===== src/rtl/pollPkg.sv =====
package pollPkg;

  typedef enum logic [2:0] {
    ST_IDLE,
    ST_REQ,
    ST_RECV,
    ST_EVAL,
    ST_WAIT
  } pollState_t;

  // Strobes from control to datapath, one cycle each
  typedef struct packed {
    logic clrShadow;
    logic takeByte;
    logic commit;
    logic evalNow;
    logic loadWait;
    logic tickWait;
  } pollStrobe_t;

endpackage


===== src/rtl/pollData.sv =====
module pollData
  import pollPkg::*;
#(
  parameter int WORD_BYTES = 4,
  parameter int INTERVAL_W = 16,
  localparam int WORD_W = WORD_BYTES * 8,
  localparam int IDX_W = $clog2(WORD_BYTES)
) (
  input  logic                  clk,
  input  logic                  rstN,
  input  pollStrobe_t           stb,
  input  logic [WORD_W-1:0]     maskVal,
  input  logic [WORD_W-1:0]     matchVal,
  input  logic                  orMode,
  input  logic [IDX_W-1:0]      sizeSel,
  input  logic [INTERVAL_W-1:0] intervalCycles,
  input  logic                  irqEn,
  input  logic                  flagClr,
  input  logic [7:0]            rxByte,
  output logic                  matchHit,
  output logic                  intervalZero,
  output logic                  waitLast,
  output logic                  matchFlag,
  output logic                  matchIrq,
  output logic [WORD_W-1:0]     statusWord
);

  logic [WORD_W-1:0]     shadow;
  logic [WORD_W-1:0]     nextShadow;
  logic [WORD_W-1:0]     statusQ;
  logic [IDX_W:0]        byteIdx;
  logic [INTERVAL_W-1:0] waitCnt;
  logic                  flagQ;
  logic [WORD_W-1:0]     diffBits;
  logic                  allAgree;
  logic                  anyAgree;

  // Place the incoming byte into its lane when the lane is within size
  always_comb begin
    nextShadow = shadow;
    for (int b = 0; b < WORD_BYTES; b++) begin
      if ((byteIdx == (IDX_W+1)'(b)) && ((IDX_W+1)'(b) <= {1'b0, sizeSel}))
        nextShadow[b*8 +: 8] = rxByte;
    end
  end

  always_ff @(posedge clk or negedge rstN) begin
    if (!rstN) begin
      shadow  <= '0;
      byteIdx <= '0;
      statusQ <= '0;
    end else begin
      if (stb.clrShadow) begin
        shadow  <= '0;
        byteIdx <= '0;
      end else if (stb.takeByte) begin
        shadow <= nextShadow;
        if (byteIdx != (IDX_W+1)'(WORD_BYTES))
          byteIdx <= byteIdx + (IDX_W+1)'(1);
      end
      if (stb.commit)
        statusQ <= nextShadow;
    end
  end

  // Comparison: differing bits restricted by the mask
  assign diffBits = statusQ ^ matchVal;
  assign allAgree = ((diffBits & maskVal) == '0);
  assign anyAgree = |(~diffBits & maskVal);

  generate
    if (WORD_BYTES > 0) begin : g_cmp
      assign matchHit = orMode ? anyAgree : allAgree;
    end
  endgenerate

  // Interval counter
  always_ff @(posedge clk or negedge rstN) begin
    if (!rstN)
      waitCnt <= '0;
    else if (stb.loadWait)
      waitCnt <= intervalCycles;
    else if (stb.tickWait)
      waitCnt <= waitCnt - INTERVAL_W'(1);
  end

  assign intervalZero = (intervalCycles == '0);
  assign waitLast     = (waitCnt == INTERVAL_W'(1));

  // Sticky match flag, set beats clear
  always_ff @(posedge clk or negedge rstN) begin
    if (!rstN)
      flagQ <= 1'b0;
    else if (stb.evalNow && matchHit)
      flagQ <= 1'b1;
    else if (flagClr)
      flagQ <= 1'b0;
  end

  assign matchFlag  = flagQ;
  assign matchIrq   = flagQ & irqEn;
  assign statusWord = statusQ;

  p_flag_sticky_r9: assert property (@(posedge clk) disable iff (!rstN)
    flagQ && !flagClr |=> flagQ);

  p_flag_set_r9: assert property (@(posedge clk) disable iff (!rstN)
    stb.evalNow && matchHit |=> flagQ);

  p_wait_tick_r6: assert property (@(posedge clk) disable iff (!rstN)
    stb.tickWait |-> waitCnt != '0);

  p_upper_zero_r3: assert property (@(posedge clk) disable iff (!rstN)
    stb.commit && sizeSel == '0 && $stable(sizeSel) |=> statusQ[WORD_W-1:8] == '0);

endmodule


===== src/rtl/pollCtrl.sv =====
module pollCtrl
  import pollPkg::*;
(
  input  logic        clk,
  input  logic        rstN,
  input  logic        startReq,
  input  logic        abortReq,
  input  logic        autoStop,
  input  logic        cmdAck,
  input  logic        rxValid,
  input  logic        rxLast,
  input  logic        matchHit,
  input  logic        intervalZero,
  input  logic        waitLast,
  output logic        cmdReq,
  output logic        busy,
  output pollStrobe_t stb
);

  pollState_t state, stateNext;

  always_ff @(posedge clk or negedge rstN) begin
    if (!rstN) state <= ST_IDLE;
    else       state <= stateNext;
  end

  always_comb begin
    stateNext = state;
    stb       = '0;
    case (state)
      ST_IDLE: begin
        if (startReq) stateNext = ST_REQ;
      end
      ST_REQ: begin
        if (abortReq) stateNext = ST_IDLE;
        else if (cmdAck) begin
          stb.clrShadow = 1'b1;
          stateNext     = ST_RECV;
        end
      end
      ST_RECV: begin
        if (abortReq) stateNext = ST_IDLE;
        else if (rxValid) begin
          stb.takeByte = 1'b1;
          if (rxLast) begin
            stb.commit = 1'b1;
            stateNext  = ST_EVAL;
          end
        end
      end
      ST_EVAL: begin
        if (abortReq) stateNext = ST_IDLE;
        else begin
          stb.evalNow = 1'b1;
          if (matchHit && autoStop) stateNext = ST_IDLE;
          else if (intervalZero)    stateNext = ST_REQ;
          else begin
            stb.loadWait = 1'b1;
            stateNext    = ST_WAIT;
          end
        end
      end
      ST_WAIT: begin
        if (abortReq) stateNext = ST_IDLE;
        else begin
          stb.tickWait = 1'b1;
          if (waitLast) stateNext = ST_REQ;
        end
      end
      default: stateNext = ST_IDLE;
    endcase
  end

  assign cmdReq = (state == ST_REQ);
  assign busy   = (state != ST_IDLE);

  p_req_hold_r2: assert property (@(posedge clk) disable iff (!rstN)
    cmdReq && !cmdAck && !abortReq |=> cmdReq);

  p_abort_r10: assert property (@(posedge clk) disable iff (!rstN)
    abortReq && busy |=> !busy && !cmdReq);

  p_autostop_r7: assert property (@(posedge clk) disable iff (!rstN)
    stb.evalNow && matchHit && autoStop |=> !busy);

  p_keep_going_r8: assert property (@(posedge clk) disable iff (!rstN)
    stb.evalNow && !(matchHit && autoStop) |=> busy);

  p_one_strobe: assert property (@(posedge clk) disable iff (!rstN)
    $onehot0({stb.clrShadow, stb.takeByte, stb.evalNow, stb.tickWait}));

endmodule


===== src/rtl/statPoller.sv =====
module statPoller
  import pollPkg::*;
#(
  parameter int WORD_BYTES = 4,
  parameter int INTERVAL_W = 16,
  localparam int WORD_W = WORD_BYTES * 8,
  localparam int IDX_W = $clog2(WORD_BYTES)
) (
  input  logic                  clk,
  input  logic                  rstN,
  input  logic                  startReq,
  input  logic                  abortReq,
  input  logic [WORD_W-1:0]     maskVal,
  input  logic [WORD_W-1:0]     matchVal,
  input  logic                  orMode,
  input  logic                  autoStop,
  input  logic [IDX_W-1:0]      sizeSel,
  input  logic [INTERVAL_W-1:0] intervalCycles,
  input  logic                  irqEn,
  input  logic                  flagClr,
  output logic                  cmdReq,
  input  logic                  cmdAck,
  input  logic                  rxValid,
  input  logic [7:0]            rxByte,
  input  logic                  rxLast,
  output logic                  busy,
  output logic                  matchFlag,
  output logic                  matchIrq,
  output logic [WORD_W-1:0]     statusWord
);

  pollStrobe_t stb;
  logic        matchHit;
  logic        intervalZero;
  logic        waitLast;

  pollCtrl i_ctrl (
    .clk          (clk),
    .rstN         (rstN),
    .startReq     (startReq),
    .abortReq     (abortReq),
    .autoStop     (autoStop),
    .cmdAck       (cmdAck),
    .rxValid      (rxValid),
    .rxLast       (rxLast),
    .matchHit     (matchHit),
    .intervalZero (intervalZero),
    .waitLast     (waitLast),
    .cmdReq       (cmdReq),
    .busy         (busy),
    .stb          (stb)
  );

  pollData #(
    .WORD_BYTES (WORD_BYTES),
    .INTERVAL_W (INTERVAL_W)
  ) i_data (
    .clk            (clk),
    .rstN           (rstN),
    .stb            (stb),
    .maskVal        (maskVal),
    .matchVal       (matchVal),
    .orMode         (orMode),
    .sizeSel        (sizeSel),
    .intervalCycles (intervalCycles),
    .irqEn          (irqEn),
    .flagClr        (flagClr),
    .rxByte         (rxByte),
    .matchHit       (matchHit),
    .intervalZero   (intervalZero),
    .waitLast       (waitLast),
    .matchFlag      (matchFlag),
    .matchIrq       (matchIrq),
    .statusWord     (statusWord)
  );

endmodule


===== config.mk =====
export PLATFORM = sky130hd
export DESIGN_NAME = statPoller
export DESIGN_NICKNAME = d
export VERILOG_FILES = /design/src/rtl/pollPkg.sv /design/src/rtl/pollData.sv /design/src/rtl/pollCtrl.sv /design/src/rtl/statPoller.sv
export SDC_FILE = /design/constraint.sdc
export NUM_CORES = 1
export LEC_CHECK = 0
export BUFFER_PORTS_ARGS = -buffer_cell sky130_fd_sc_hd__buf_2
export CORE_MARGIN = 8
export CORE_UTILIZATION = 57
export CTS_CLUSTER_DIAMETER = 100
export DETAILED_ROUTE_END_ITERATION = 10
export PLACE_DENSITY = 0.86
export SLEW_MARGIN = 0
export SYNTH_ARGS = -nofsm -noshare
export SYNTH_HDL_FRONTEND = slang
export SYNTH_HIERARCHICAL = 1
export SYNTH_SLANG_ARGS = --single-unit

===== constraint.sdc =====
create_clock -name clk -period 7.21 [get_ports clk]
set_input_delay 0 -clock clk [delete_from_list [all_inputs] [get_ports clk]]
set_output_delay 0 -clock clk [all_outputs]
set_load 0.005 [all_outputs]

==> results.py, run 1 <==
metrics = {
    "status": {
        "status": "finished, final reports clean",
    },
    "die": {
        "coreArea_sq_um": 8551,
        "die_w_microns": 108.8,
        "start_util_pct": 57.39,
        "die_h_microns": 108.8,
        "ios": 137,
        "dieArea_sq_um": 11830,
        "rows": 34,
    },
    "setup_path": {
        "arrival_ps": 3330,
        "endpoint_kind": "flip-flop",
        "r2r_slack_ps": 4130,
        "worst-r2r-cell-count": 7,
        "critPathSlowestCell": "nor4b_1",
        "critPathKind": "reg -> reg",
        "path_cells": "nor4b_1 > or3b_1 > or3b_4 > nor4_4 > and2b_1 > xnor2_1 > o21ai_1",
        "critPathLaunchType": "flip-flop",
        "required_ps": 7460,
        "cp_slowest_stage_delay_ps": 960,
        "r2r-start": "i_ctrl/state[0]$_DFFE_PN0P_",
        "regToRegEndpoint": "i_data/waitCnt[11]$_DFFE_PN0P_",
        "worstPathMaxFanout": 7,
    },
    "pwr": {
        "p_int_mw": 1.121,
        "p_per_area_nw_per_um2": 307.8,
        "ir_worst_vdd_v": 0.0001545,
        "p_clk_share_pct": 16.7,
        "sw_frac_of_total_pct": 40.44,
        "power_frac_seq_pct": 43.5,
        "p_sw_uw": 761.0,
        "combPwrFrac_pct": 39.7,
        "p_leak_nw": 3.140,
    },
    "routing": {
        "vias": 4714,
        "drt_wl_total_mm": 15.37,
        "first_pass_iters": 5,
        "ant_nets": 0,
        "via_per_inst": 5.841,
        "initialDrtViolationCount": 329,
        "routedWlPerCell_microns": 19.04,
        "drc": 0,
    },
    "clock_tree": {
        "cts_tree": "yes",
        "cts.sinks": 87,
        "h-tree-depth": 3,
        "cts_setup_buffers": 0,
        "ctsHoldBuffers": 30,
        "cts.clk_slew.worst_paths_ps": 100,
        "cts_resized": 0,
        "clock_tree.buffer_depth": 2,
        "cts_made_buffers": 9,
        "root_buffer": "clkbuf_8",
        "clk_latency_ps": 360,
    },
    "sta": {
        "fmax_mhz": 324.3,
        "rsz0062_at_grt": "no",
        "worst_slew_pin_slew_ps": 1190,
        "clock_skew_ps": 14.51,
        "final.period_utilization_pct": 42.76,
        "final.setup.tns_ps": 0,
        "drv_slew": 0,
        "hold_viol_final": 0,
        "setup_viol": 0,
        "relSlewSlack_pct": 20.31,
        "fin_crit_ps": 3083,
    },
    "logic_synthesis": {
        "synth_area_sq_um": 4907,
        "ys_warn_count": 6,
        "synthFlopType": "dfrtp_1",
        "synth.net_count": 650,
        "synth_edf_count": 0,
        "postSynthAreaPerCell_sq_um": 9.054,
        "yosysSeqAreaShare_pct": 44.37,
        "ys_types": 45,
        "ys_ff_latch": 87,
        "synthArstFlopShare_pct": 100.0,
        "syn_inst": 542,
    },
    "layout": {
        "synthToLayoutAreaGrowth_pct": 24.60,
        "final_util_pct": 71.51,
        "antenna_cells": 0,
        "nNetsFinal": 802,
        "layout_common_cells": "buf_2 (135), dfrtp_1 (87), nor2_1 (65), nand2_1 (59), a21oi_1 (51)",
        "drive_above_1_share_pct": 23.61,
        "layout_commonest_cell": "buf_2",
    },
    "global_route": {
        "antenna_found_initial": 0,
        "grt_remaining_overflow": 0,
        "grt_pass1_wl_mm": 24.23,
        "grt_usage_pct": 26.33,
        "grt_max_degree": 88,
        "grt_pass1_vias": 4814,
    },
    "job": {
        "drv_cap": 0,
    },
    "hold_path": {
        "hold_end": "i_ctrl/state[2]$_DFFE_PN0P_",
        "min_from": "autoStop",
        "holdPathStages": 4,
        "min_path_type": "in -> reg",
    },
    "placement": {
        "io_buffers": 136,
        "dp_hpwl_mm": 11.15,
        "routabilityCongestion": 0.9648,
    },
}
==> worst max-delay path: cells and delay by family (launching register included) <==
| family | cells | cell delay (ps) |
|---|---|---|
| flops | 1 | 440 |
| compound gates | 1 | 90 |
| simple gates | 5 | 2310 |
| xor+xnor | 1 | 130 |
==> worst max-delay path by stage <==
stage | from | end | slack [ps]
2_1_floorplan | i_ctrl/state[0]$_DFFE_PN0P_ | i_data/waitCnt[11]$_DFFE_PN0P_ | 4590
3_3_place_gp | i_ctrl/state[0]$_DFFE_PN0P_ | i_data/waitCnt[11]$_DFFE_PN0P_ | 4420
3_5_place_dp | i_ctrl/state[0]$_DFFE_PN0P_ | i_data/waitCnt[11]$_DFFE_PN0P_ | 4310
4_1_cts | i_ctrl/state[0]$_DFFE_PN0P_ | i_data/waitCnt[11]$_DFFE_PN0P_ | 4280
5_1_grt | i_ctrl/state[2]$_DFFE_PN0P_ | i_data/waitCnt[11]$_DFFE_PN0P_ | 3910
6_report | i_ctrl/state[0]$_DFFE_PN0P_ | i_data/waitCnt[11]$_DFFE_PN0P_ | 4130
==> sequential cells by signal (all words and copies together) (netlist names) <==
register	count
i_data/waitCnt	16
i_ctrl/state	3
i_data/matchFlag	1
i_data/byteIdx	3
i_data/statusWord	32
i_data/shadow	32
==> cells in the mapped netlist (10+ instances only) <==
cell type / n / share of area (%)
clkbuf_1: 24 / 1.8
o21ai_1: 10 / 1.0
mux2i_1: 48 / 9.8
a21oi_1: 51 / 5.2
xnor2_1: 42 / 7.5
nand2_1: 59 / 4.5
o22ai_1: 15 / 1.9
nor2_1: 65 / 5.0
a22oi_1: 16 / 2.4
o21ai_0: 10 / 1.0
inv_1: 37 / 2.8
dfrtp_1: 87 / 44
==> logic make-up after synthesis <==
kind of cell | count (synthesis) | share of synthesized area, %
muxes | 48 | 9.791
adders and majority gates | 7 | 1.785
buffers and inverters | 64 | 4.946
AOI/OAI and AO/OA | 107 | 12.60
and+or+nand+nor | 181 | 17.95
DFF | 87 | 44.37
xor gates and xnor gates | 48 | 8.567
==> routing by layer <==
metal / global-route usage [%] / share of wire, % / routed length, microns / up-vias
met2: 43.98 / 50 / 7645 / 255
met1: 30.47 / 37 / 5694 / 2246
li1: - / - / - / 2156
met4: 16.32 / 4.5 / 689 / 0
met3: 5.556 / 8.7 / 1336 / 57
met5: 0 / 0 / 0 / -
==> power by group through the flow <==
stage | clock [mW] | sequential, mW | combinational (mW)
global route | 0.339 | 0.837 | 0.817
floorplan | 0 | 0.786 | 0.435
global placement | 0 | 0.809 | 0.687
finish | 0.315 | 0.820 | 0.747
detailed placement | 0 | 0.818 | 0.712
CTS | 0.320 | 0.811 | 0.735
==> cell type report <==
class,count,area (sq um)
clock buffer,9,123.9
clock inverter,7,56.30
inverter,38,142.6
tap,108,135.1
timing repair buffer,167,991.0
fill,626,2436
multi-input combinational,391,2489
sequential,87,2177
==> metrics by stage <==
step	total power [mW]	instances	instance area (sq um)	hold WS, ps	worst slack, ps
6_report	1.882	807	6115	33.88	4127
4_1_cts	1.865	807	6115	14.70	4279
5_1_grt	1.994	807	6115	47.31	3913
3_5_place_dp	1.530	761	5634	234.3	4310
2_1_floorplan	1.221	542	4907	-295.6	4591
3_3_place_gp	1.497	761	5634	221.9	4417
Note: power is estimated with default switching activity, not from simulation.
==> inputs of run 2 (changes only) <==
--- a/config.mk
+++ b/config.mk
@@ -7,10 +7,10 @@
 export LEC_CHECK = 0
 export BUFFER_PORTS_ARGS = -buffer_cell sky130_fd_sc_hd__buf_2
 export CORE_MARGIN = 8
-export CORE_UTILIZATION = 57
+export CORE_UTILIZATION = 48
 export CTS_CLUSTER_DIAMETER = 100
 export DETAILED_ROUTE_END_ITERATION = 10
-export PLACE_DENSITY = 0.86
+export PLACE_DENSITY = 0.77
 export SLEW_MARGIN = 0
 export SYNTH_ARGS = -nofsm -noshare
 export SYNTH_HDL_FRONTEND = slang
==> constraint.sdc (replaced) <==
create_clock -name clk -period 2.5 [get_ports clk]
set_input_delay 0 -clock clk [delete_from_list [all_inputs] [get_ports clk]]
set_output_delay 0 -clock clk [all_outputs]
set_load 0.005 [all_outputs]
==> run 2 against run 1 <==
  * Maximum frequency rose by 30%
  * Power rose to 3.1 times the previous value
  * Cell area rose by 4.4%
  * Utilization fell by 8.5 points
  * Sequential power rose to 2.9 times the previous value
  * Non-clock buffer count rose by 10
  * First-iteration DRC count rose by 13%
  * Clock-buffer cell count rose by 1
  * Critical path type unchanged
  * Critical endpoint is now i_data/waitCnt[14]$_DFFE_PN0P_
==> results.py, run 2 (same netlist as run 1, synthesis figures left out) <==
metrics = {
    "placement": {
        "io_buffers": 136,
        "dp_cells": 797,
        "dp_hpwl_mm": 11.69,
        "pre_cts_slack_ps": 90.98,
        "routabilityCongestion": 0.9411,
    },
    "layout": {
        "multi_input_area_sq_um": 2526,
        "synthToLayoutAreaGrowth_pct": 30.09,
        "drive_above_1_share_pct": 25.25,
        "layoutNonFillerInstCount": 846,
        "layout_common_cells": "buf_2 (135), dfrtp_1 (87), nor2_1 (64), nand2_1 (58), a21oi_1 (51)",
        "regArea_sq_um": 2177,
        "fillers": 796,
        "layout_commonest_cell": "buf_2",
        "nNetsFinal": 812,
    },
    "routing": {
        "vias": 4674,
        "via_per_inst": 5.525,
        "routedWlPerCell_microns": 18.80,
        "initialDrtViolationCount": 371,
        "wl_met2_mm": 7.689,
        "met1_length_mm": 6.495,
        "drt_wl_total_mm": 15.91,
        "ant_nets": 0,
        "route.met3.wl_mm": 1.123,
        "drc": 0,
        "first_pass_iters": 4,
        "top_layer_used": "met4",
    },
    "clock_tree": {
        "root_buffer": "clkbuf_8",
        "h-tree-depth": 3,
        "clk_latency_ps": 370,
        "clock_tree.buffer_depth": 2,
        "cts.sinks": 87,
        "cts_tree": "yes",
        "cts_made_buffers": 9,
        "cts.clk_slew.worst_paths_ps": 90,
    },
    "pwr": {
        "ir_worst_vdd_v": 0.0004379,
        "p_per_area_nw_per_um2": 900.0,
        "p_leak_nw": 3.235,
    },
    "hold_path": {
        "min_path_type": "in -> reg",
        "min_from": "startReq",
    },
    "setup_path": {
        "worst-r2r-cell-count": 12,
        "worstPathMaxFanout": 16,
        "critPathLaunch": "i_data/statusWord[27]$_DFFE_PN0P_",
        "critPathKind": "reg -> reg",
        "r2r_slack_ps": 120,
        "endpoint": "i_data/waitCnt[14]$_DFFE_PN0P_",
        "regToRegEndpoint": "i_data/waitCnt[14]$_DFFE_PN0P_",
        "arrival_ps": 2670,
        "critPathLaunchType": "flip-flop",
        "required_ps": 2790,
        "r2r-start": "i_data/statusWord[27]$_DFFE_PN0P_",
        "endpoint_kind": "flip-flop",
    },
    "sta": {
        "fmax_mhz": 420.3,
        "clock_skew_ps": 15.05,
        "relSlewSlack_pct": 50.91,
        "fin_crit_ps": 2379,
        "whs_ps": 25.61,
        "worst_slack_ps": 120.5,
        "hold_viol_final": 0,
        "final.period_utilization_pct": 95.18,
        "worst_slew_pin_slew_ps": 736.3,
        "drv_slew": 0,
        "setup_viol": 0,
    },
    "job": {
        "drv_cap": 0,
    },
    "die": {
        "die_w_microns": 117.1,
        "ios": 137,
        "rows": 37,
        "coreArea_sq_um": 10140,
        "die_h_microns": 117.1,
        "start_util_pct": 48.40,
        "dieArea_sq_um": 13710,
    },
    "global_route": {
        "antenna_found_initial": 0,
        "grt_max_degree": 65,
        "grt_pass1_wl_mm": 24.62,
        "grt_pass1_vias": 4727,
        "grt_remaining_overflow": 0,
        "grt_usage_pct": 23.60,
    },
    "status": {
        "status": "finished, final reports clean",
    },
}
## run 2: changes by cell type in the layout (fill, tap and decap cells not counted), moves of 2 or more
cell       previous run  this run
buf_4                 2         8
buf_12                0         3
bufinv_16             0         3
clkinv_2              2         0
## run 2: power by group
group	switching, mW	leakage [nW]	internal (mW)	total, mW
combinational	1.14	1.96	1.04	2.18
clock	0.546	0.121	0.672	1.22
sequential	0.505	1.15	1.84	2.35
## run 2: final cells by class
cell class	instances	share of cell area, %
multi-input combinational	391	39.57
sequential	87	34.10
timing repair buffer	177	17.56
tap	136	2.666
inverter	38	2.234
clock buffer	10	1.999
clock inverter	6	1.823
antenna	1	0.03920
## run 2: critical path, stage by stage, from the launching register on
cell	delay, ps
dfrtp_1	440
xnor2_1	180
a22oi_1	160
nand4_1	120
or3_1	330
nor3_2	200
o21ai_0	90
nand2_1	130
nand2_2	90
nor2_4	190
buf_12	160
nand2_1	80
o21ai_1	100
## run 2: worst min-delay path by stage
stage / end / cells after the start
final: i_ctrl/state[0]$_DFFE_PN0P_ / 4
after global routing: i_ctrl/state[0]$_DFFE_PN0P_ / 4
after CTS: i_ctrl/state[0]$_DFFE_PN0P_ / 4
after detailed placement: i_data/shadow[12]$_DFFE_PN0P_ / 1
after global placement: i_data/shadow[10]$_DFFE_PN0P_ / 1
after floorplan: i_ctrl/state[0]$_DFFE_PN0P_ / 0
## run 2: routing by layer
metal,up-vias,GRT usage (%)
met4,0,13.40
li1,2179,-
met1,2253,29.35
met3,41,4.053
met2,201,38.18
met5,-,0
## run 2: stage by stage
step / setup TNS, ps / util, % / power [mW] / instance area (sq um)
finish: 0 / 62.96 / 5.745 / 6384
global route: -36.70 / 62.94 / 6.082 / 6381
CTS: 0 / 62.31 / 5.685 / 6317
detailed placement: 0 / 56.94 / 4.429 / 5773
global placement: 0 / 56.94 / 4.356 / 5773
floorplan: 0 / - / 3.524 / 4913
## run 2: what timing repair did
| item | 4_1_cts | 5_1_grt |
|---|---|---|
| hold endpoints to repair | 83 | 0 |
| resized for setup | 0 | 6 |
| hold buffers | 30 | 0 |
| buffers inserted | 0 | 1 |
| setup endpoints to repair | 0 | 16 |
==> inputs of run 3 (changes only) <==
--- a/config.mk
+++ b/config.mk
@@ -9,8 +9,9 @@
 export CORE_MARGIN = 8
 export CORE_UTILIZATION = 48
 export CTS_CLUSTER_DIAMETER = 100
+export CTS_CLUSTER_SIZE = 8
 export DETAILED_ROUTE_END_ITERATION = 10
-export PLACE_DENSITY = 0.77
+export PLACE_DENSITY = 0.78
 export SLEW_MARGIN = 0
 export SYNTH_ARGS = -nofsm -noshare
 export SYNTH_HDL_FRONTEND = slang
==> run 3 against run 2 <==
  * Combinational power is essentially flat
  * Critical path depth decreased by 5
  * Wire length decreased by 1.3%
  * Clock skew rose by 1.6 ps
  * Non-clock buffer count down 2
  * Die area did not move
  * Clock-buffer cell count decreased by 1
  * Maximum frequency shrank 0.60%
  * Cell area fell by 1.1%
  * Utilization fell by 0.70 points
  * Register-to-register slack barely moved
  * Sequential share of layout area up 0.39 points
  * Critical path type unchanged
  * Critical endpoint is now i_data/waitCnt[11]$_DFFE_PN0P_
  * Largest cell class unchanged
==> results.py, run 3 (same netlist as run 1, synthesis figures left out) <==
metrics = {
    "setup_path": {
        "endpoint": "i_data/waitCnt[11]$_DFFE_PN0P_",
        "r2r_slack_ps": 110,
        "worst-r2r-cell-count": 7,
        "critPathLaunch": "i_ctrl/state[0]$_DFFE_PN0P_",
        "endpoint_kind": "flip-flop",
        "worstPathMaxFanout": 7,
        "r2r-start": "i_ctrl/state[0]$_DFFE_PN0P_",
        "critPathLaunchType": "flip-flop",
        "regToRegEndpoint": "i_data/waitCnt[11]$_DFFE_PN0P_",
        "arrival_ps": 2640,
        "critPathKind": "reg -> reg",
        "required_ps": 2740,
    },
    "routing": {
        "initialDrtViolationCount": 404,
        "via_per_inst": 5.536,
        "drc": 0,
        "vias": 4672,
        "first_pass_iters": 5,
        "drt_wl_total_mm": 15.70,
        "routedWlPerCell_microns": 18.60,
        "ant_nets": 0,
    },
    "layout": {
        "stdcell_area_sq_um": 6312,
        "drive_above_1_share_pct": 25.18,
        "nNetsFinal": 810,
        "layout_common_cells": "buf_2 (135), dfrtp_1 (87), nor2_1 (64), nand2_1 (59), a21oi_1 (51)",
        "layoutNonFillerInstCount": 844,
        "synthToLayoutAreaGrowth_pct": 28.63,
        "layout_commonest_cell": "buf_2",
    },
    "sta": {
        "worst_slew_pin_slew_ps": 700.2,
        "drv_slew": 0,
        "final.period_utilization_pct": 95.75,
        "whs_ps": 35.31,
        "hold_viol_final": 0,
        "setup_viol": 0,
        "fin_crit_ps": 2394,
        "relSlewSlack_pct": 53.32,
        "clock_skew_ps": 16.69,
        "final.setup.tns_ps": 0,
        "fmax_mhz": 417.8,
    },
    "pwr": {
        "combPwrFrac_pct": 38.9,
        "report.power.total_mw": 5.588,
        "p_sw_mw": 2.151,
        "p_clk_share_pct": 19.7,
        "p_per_area_nw_per_um2": 885.3,
        "power_frac_seq_pct": 41.4,
        "p_leak_nw": 3.210,
        "p_int_mw": 3.437,
        "sw_frac_of_total_pct": 38.50,
        "ir_worst_vdd_v": 0.0004769,
    },
    "placement": {
        "dp_cells": 797,
        "placed_area_sq_um": 5773,
        "io_buffers": 136,
        "routabilityCongestion": 0.9196,
        "dp_hpwl_mm": 11.86,
    },
    "global_route": {
        "grt_remaining_overflow": 0,
        "grt_pass1_vias": 4553,
        "grt_max_degree": 65,
        "grt_usage_pct": 22.98,
        "antenna_found_initial": 0,
        "grt_pass1_wl_mm": 23.86,
    },
    "job": {
        "drv_cap": 0,
    },
    "clock_tree": {
        "clk_latency_ps": 370,
        "cts.sinks": 87,
        "cts_made_buffers": 9,
        "cts_setup_buffers": 0,
        "h-tree-depth": 3,
        "clock_tree.buffer_depth": 2,
        "cts_tree": "yes",
        "cts.clk_slew.worst_paths_ps": 90,
        "root_buffer": "clkbuf_8",
    },
    "die": {
        "die_w_microns": 117.1,
        "coreArea_sq_um": 10140,
        "rows": 37,
        "ios": 137,
        "start_util_pct": 48.40,
        "die_h_microns": 117.1,
        "dieArea_sq_um": 13710,
    },
    "status": {
        "status": "finished, final reports clean",
    },
    "hold_path": {
        "min_path_type": "in -> reg",
    },
}
==> run 3: layout make-up <==
cell class	instances	area [sq um]
Sequential cell	87	2177
Multi-Input combinational cell	391	2512
Inverter	38	142.6
Tap cell	136	170.2
Fill cell	828	3826
Antenna cell	1	2.502
Clock inverter	7	95.09
Timing Repair Buffer	175	1089
Clock buffer	9	123.9
==> run 3: worst max-delay path: stages (launching register included) <==
cell and delay (ps):
dfrtp_1 460, nor4b_2 310, or3b_4 440, or3b_4 440
nor4_4 230, and2b_1 190, xnor2_1 130, o21ai_1 80
==> run 3: stage by stage <==
stage                     utilization [%]  worst slack (ps)
after CTS                           62.06             12.99
after global placement              56.94             182.3
after detailed placement            56.94             29.34
after global routing                62.24            -9.598
final                               62.26             106.3
after floorplan                         -             133.1
==> run 3: power groups by stage <==
stage               clock network [mW]  logic [mW]  registers [mW]
finish                            1.10        2.17            2.32
global route                      1.17        2.36            2.38
CTS                               1.11        2.14            2.31
detailed placement                   0        2.09            2.34
global placement                     0        2.04            2.30
floorplan                            0        1.26            2.27
==> run 3: metal layers <==
metal	GRT usage, %	part of all wire [%]	vias up
met3	4.259	7.8	48
met1	28.27	40	2235
li1	-	-	2178
met5	0	0	-
met4	12.46	4.1	0
met2	37.61	48	211
==> run 3: what timing repair did <==
action / CTS / global route
endpoints found under the setup margin: 0 / 16
hold buffers: 30 / 0
gates resized for setup: 0 / 4
hold endpoints to repair: 87 / 0
==> run 3: worst min-delay path by stage <==
stage,from,end,cells after the start
6_report,startReq,i_ctrl/state[0]$_DFFE_PN0P_,4
5_1_grt,startReq,i_ctrl/state[0]$_DFFE_PN0P_,4
4_1_cts,startReq,i_ctrl/state[0]$_DFFE_PN0P_,4
3_5_place_dp,rstN,i_data/shadow[10]$_DFFE_PN0P_,1
3_3_place_gp,rstN,i_data/shadow[10]$_DFFE_PN0P_,1
2_1_floorplan,rstN,i_ctrl/state[0]$_DFFE_PN0P_,0
